`src/rtl/hazard_interlock.sv`:
```
module hazard_interlock #(
  parameter int NUM_REGS = 16
) (
  input  logic                        clk,
  input  logic                        rst,
  input  logic                        fwd_en,
  input  logic                        id_valid,
  input  logic                        id_wen,
  input  logic [$clog2(NUM_REGS)-1:0] id_dst,
  input  logic                        id_use_a,
  input  logic [$clog2(NUM_REGS)-1:0] id_src_a,
  input  logic                        id_use_b,
  input  logic [$clog2(NUM_REGS)-1:0] id_src_b,
  output logic                        hold,
  output logic                        bubble,
  output logic                        fwd_a,
  output logic                        fwd_b
);
  localparam int RW    = $clog2(NUM_REGS);
  localparam int DEPTH = 3;
  localparam int LAST  = DEPTH - 1;

  // index 0 = ALU stage, 1 = memory stage, 2 = writeback stage
  logic [DEPTH-1:0] vld, wen, hit_a, hit_b;
  logic [RW-1:0]    dst [DEPTH];
  logic             blk_a, blk_b;

  always_comb begin
    for (int k = 0; k < DEPTH; k++) begin
      hit_a[k] = vld[k] && wen[k] && id_use_a && (dst[k] == id_src_a);
      hit_b[k] = vld[k] && wen[k] && id_use_b && (dst[k] == id_src_b);
    end
  end

  assign blk_a  = (|hit_a[LAST-1:0]) || (hit_a[LAST] && !fwd_en);
  assign blk_b  = (|hit_b[LAST-1:0]) || (hit_b[LAST] && !fwd_en);
  assign hold   = id_valid && (blk_a || blk_b);
  assign bubble = hold;
  assign fwd_a  = id_valid && fwd_en && !hold && hit_a[LAST];
  assign fwd_b  = id_valid && fwd_en && !hold && hit_b[LAST];

  always_ff @(posedge clk) begin
    if (rst) vld <= '0;
    else     vld <= {vld[LAST-1:0], id_valid && !hold};
  end

  always_ff @(posedge clk) begin
    wen    <= {wen[LAST-1:0], id_wen};
    dst[0] <= id_dst;
    for (int k = 1; k < DEPTH; k++) dst[k] <= dst[k-1];
  end

  logic [2:0] hold_run;
  always_ff @(posedge clk) begin
    if (rst)       hold_run <= '0;
    else if (hold) hold_run <= hold_run + 3'd1;
    else           hold_run <= '0;
  end

  p_clear_after_reset_r1: assert property (@(posedge clk)
    $past(rst) |-> (vld == '0));
  p_stall_limit_r4: assert property (@(posedge clk) disable iff (rst)
    hold |-> (hold_run < 3'(DEPTH)));
  p_bubble_enters_r8: assert property (@(posedge clk) disable iff (rst)
    hold |=> !vld[0]);
  p_hold_needs_instr_r8: assert property (@(posedge clk) disable iff (rst)
    hold |-> id_valid);
  p_fwd_gated_r9: assert property (@(posedge clk) disable iff (rst)
    (fwd_a || fwd_b) |-> (fwd_en && !hold));
  p_tags_advance_r5: assert property (@(posedge clk) disable iff (rst)
    !$past(rst) |-> (vld[LAST:1] == $past(vld[LAST-1:0])));
endmodule

```
`config.mk`:
```
export PLATFORM = sky130hd
export DESIGN_NAME = hazard_interlock
export DESIGN_NICKNAME = d
export VERILOG_FILES = /design/src/rtl/hazard_interlock.sv
export SDC_FILE = /design/constraint.sdc
export NUM_CORES = 1
export LEC_CHECK = 0
export BUFFER_PORTS_ARGS = -buffer_cell sky130_fd_sc_hd__buf_2
export CORE_ASPECT_RATIO = 0.9
export CORE_MARGIN = 5
export CORE_UTILIZATION = 45
export DETAILED_ROUTE_END_ITERATION = 10
export PLACE_DENSITY = 0.72
export SLEW_MARGIN = 40
export SYNTH_ARGS = -nofsm -noshare
export SYNTH_HDL_FRONTEND = slang
export SYNTH_SLANG_ARGS = --single-unit
```
`constraint.sdc`:
```
create_clock -name clk -period 2.05 [get_ports clk]
set_clock_uncertainty 0.1 [all_clocks]
set_input_delay 0.1025 -clock clk [delete_from_list [all_inputs] [get_ports clk]]
set_output_delay 0.1025 -clock clk [all_outputs]
set_load 0.03 [all_outputs]
```
==> metrics.txt <==
# TYPE chip_impl_metric gauge
chip_impl_metric{name="grt_pass1_wl",unit="mm"} 2.55
chip_impl_metric{name="fin_nets",unit=""} 116
chip_impl_metric{name="finalWeightedCongestion",unit=""} 0.706
chip_impl_metric{name="post-route-period-util",unit=""} 1.02
chip_impl_metric{name="num_antenna_cells",unit=""} 0
chip_impl_metric{name="dpl_cell_area",unit="um^2"} 870
chip_impl_metric{name="syn_nets",unit=""} 83
chip_impl_metric{name="regToRegSetupSlack",unit="ns"} 0.36
chip_impl_metric{name="cts.path.max_buffers",unit=""} 2
chip_impl_metric{name="internal_power",unit="uW"} 524
chip_impl_metric{name="initial_utilization",unit=""} 0.494
chip_impl_metric{name="numPortBuffers",unit=""} 22
chip_impl_metric{name="biggest_fanout_along_the_worst_timing_path",unit=""} 2
chip_impl_metric{name="routed_length_on_met3",unit="um"} 93
chip_impl_metric{name="setup_violation_total_in_the_final_timing_report",unit=""} 4
chip_impl_info{name="endpoint",value="hold"} 1
chip_impl_metric{name="vdd.ir_drop.worst",unit="uV"} 469
chip_impl_metric{name="final_max_slew_viol_count",unit=""} 0
chip_impl_metric{name="gr-usage-all-layers",unit=""} 0.134
chip_impl_metric{name="numCtsBuffers",unit=""} 3
chip_impl_metric{name="synth_cell_type_count",unit=""} 14
chip_impl_metric{name="insertion_delay",unit="ns"} 0.29
chip_impl_metric{name="clkPwrFrac",unit=""} 0.313
chip_impl_metric{name="synth_area_per_cell",unit="um^2"} 11.6
chip_impl_metric{name="width_of_the_die",unit="um"} 52.7
chip_impl_info{name="rsz0062_at_grt",value="yes"} 1
chip_impl_metric{name="setup_ws",unit="ns"} -0.0501
chip_impl_metric{name="largest_net_degree_at_the_start_of_global_routing",unit=""} 11
chip_impl_metric{name="share_seq_of_total_power",unit=""} 0.561
chip_impl_metric{name="synthCells",unit=""} 64
chip_impl_info{name="cp_endpoint_kind",value="output pin"} 1
chip_impl_info{name="min-delay-path-class",value="input port to register"} 1
chip_impl_metric{name="area.growth.synth_to_final",unit="%"} 35.0
chip_impl_metric{name="drc_violation_count_after_routing",unit=""} 0
chip_impl_metric{name="die_y",unit="um"} 48.5
chip_impl_info{name="timing.rr.end",value="vld[0]"} 1
chip_impl_metric{name="switching_share",unit=""} 0.233
chip_impl_metric{name="critical_path_arrival",unit="ns"} 1.90
chip_impl_metric{name="worst_ep_required_time",unit="ns"} 1.85
chip_impl_metric{name="fmax",unit="MHz"} 476
chip_impl_metric{name="clkSlewWorstSetupHoldPaths",unit="ns"} 0.10
chip_impl_metric{name="floorplan.io_pins",unit=""} 23
chip_impl_info{name="ctsRootBufferMaster",value="clkbuf_4"} 1
chip_impl_metric{name="final_cell_area",unit="um^2"} 998
chip_impl_metric{name="detailroute.via_count",unit=""} 566
chip_impl_metric{name="first_global_vias",unit=""} 638
chip_impl_metric{name="first_iter_violations",unit=""} 9
chip_impl_metric{name="route.detailed.vias_per_inst",unit=""} 4.80
chip_impl_info{name="critical_path.startpoint",value="dst[0][10]"} 1
chip_impl_metric{name="numClockSinks",unit=""} 18
chip_impl_metric{name="combinationalPowerShare",unit=""} 0.125
chip_impl_info{name="crit-reg2reg-launch",value="dst[0][0]"} 1
chip_impl_metric{name="dieArea",unit="mm^2"} 0.00256
chip_impl_info{name="violations",value="setup timing"} 1
chip_impl_metric{name="cts-htree-levels",unit=""} 1
chip_impl_metric{name="timing.setup.tns",unit="ns"} -0.103
chip_impl_metric{name="slew_headroom",unit=""} 0.683
chip_impl_metric{name="cap_violations",unit=""} 0
chip_impl_metric{name="drt_pre_antenna_iters",unit=""} 3
chip_impl_metric{name="switching_power",unit="uW"} 160
chip_impl_metric{name="final_hold_viol_count",unit=""} 0
chip_impl_info{name="setup.worst_path.class",value="register to output pin"} 1
chip_impl_metric{name="synth-seq-cells",unit=""} 18
chip_impl_metric{name="ant_nets_after_route",unit=""} 0
chip_impl_metric{name="post-route-min-period",unit="ns"} 2.10
chip_impl_metric{name="place_inst",unit=""} 107
chip_impl_metric{name="total_power_per_unit_cell_area",unit="mW/mm^2"} 685
chip_impl_metric{name="timing.reg2reg.worst_path_depth",unit=""} 7
chip_impl_metric{name="placeableCoreArea",unit="mm^2"} 0.00150
chip_impl_metric{name="grt_remaining_overflow",unit=""} 0
chip_impl_metric{name="ys_seq_area_frac",unit=""} 0.487
chip_impl_info{name="top_signal_layer_used",value="met4"} 1
chip_impl_metric{name="mappedNetlistArea",unit="um^2"} 739
chip_impl_metric{name="static-leakage-power",unit="uW"} 0.000422
chip_impl_metric{name="antenna_found_initial",unit=""} 0
chip_impl_metric{name="yosys_warnings",unit=""} 0
chip_impl_metric{name="routedWlPerCell",unit="um"} 12.8
chip_impl_metric{name="number_of_standard_cells_in_the_layout_taps_in_and_fillers_out",unit=""} 118
chip_impl_info{name="critPathLaunchType",value="register"} 1
chip_impl_info{name="layout_common_cells",value="xor2_1, buf_2, dfxtp_1"} 1
chip_impl_metric{name="wl_met1",unit="um"} 622
chip_impl_metric{name="hpwl",unit="mm"} 1.24
chip_impl_metric{name="post_route_cells_drive_above_1_share",unit=""} 0.385
chip_impl_info{name="cts_tree",value="yes"} 1
chip_impl_metric{name="drt_wl_total",unit="mm"} 1.51
chip_impl_info{name="run_status",value="finished with violations"} 1
chip_impl_metric{name="placement_rows",unit=""} 13
chip_impl_metric{name="worst_slew_pin_slew",unit="ns"} 0.471
chip_impl_metric{name="wl_met2",unit="um"} 773
==> metal layers <==
metal,vias up,GRT usage
li1,294,-
met1,252,0.147
met2,17,0.213
met3,3,0.0642
met4,0,0.0638
met5,-,0
==> worst min path at each step <==
stage	from	endpoint	slack (ns)	depth (start not counted)
global route	fwd_en	vld[0]	0.03	3
detailed placement	id_dst[1]	dst[0][1]	0.11	1
CTS	fwd_en	vld[0]	0.04	3
finish	fwd_en	vld[0]	0.04	3
floorplan	id_dst[0]	dst[0][0]	0.03	0
global placement	id_dst[3]	dst[0][3]	0.10	1
==> metrics by stage <==
step                utilization  hold WS, ns  setup slack (ns)  power [uW]
CTS                       0.667       0.0375           -0.0588         691
floorplan                     -       0.0302            0.0359         427
global route              0.667       0.0341            -0.142         715
finish                    0.667       0.0368           -0.0501         684
global placement          0.581        0.105             0.255         462
detailed placement        0.581        0.106             0.212         465
==> final cells by class <==
class / count / area (um^2)
multi-input cells: 44 / 379
repair buffers: 29 / 188
inverters: 1 / 3.75
well taps: 22 / 27.5
flip-flops and latches: 18 / 364
clock buffers: 4 / 36.3
fillers: 121 / 498
==> flip-flops by register name (all words and copies together), names as in the netlist <==
signal and count:
dst 12, vld 3, wen 3
==> logic make-up after synthesis <==
family	count (synthesis)	synth area share
XOR/XNOR	24	0.284
buffers and inverters	2	0.0152
AO/OA/AOI/OAI	3	0.0389
flip-flops	18	0.487
AND/OR/NAND/NOR	17	0.174
==> synth_stat cells <==
library cell  count  area, um^2
a21oi_2           1        8.76
xnor2_1           6        52.6
or4_1             3        22.5
or4b_4            1        13.8
buf_4             1        7.51
xor2_1           18         158
nand4_1           6        37.5
o41a_1            1        11.3
inv_1             1        3.75
nor2b_1           2        12.5
nor4_1            2        12.5
dfxtp_1          18         360
nor3_2            3        30.0
o41ai_1           1        8.76
==> timing repair <==
item,CTS,global route
hold endpoints to repair,8,0
gates resized for setup,9,0
setup endpoints to repair,4,4
hold buffers,6,0
pin swaps,3,1
buffers inserted,1,0
==> power by group through the flow <==
| stage | Sequential, uW | Clock (uW) | Combinational, uW |
|---|---|---|---|
| after CTS | 384 | 221 | 86.4 |
| final | 384 | 214 | 85.7 |
| after detailed placement | 392 | 0 | 73.8 |
| after global routing | 386 | 233 | 96.2 |
| after global placement | 390 | 0 | 71.6 |
| after floorplan | 389 | 0 | 38.6 |
==> critical path: stages, from the launching register on <==
cell and delay [ns]:
dfxtp_1 0.34, xor2_1 0.15, or4_1 0.57, a21oi_2 0.18, o41a_1 0.18, buf_4 0.17
Power figures use the tool's default switching activity.
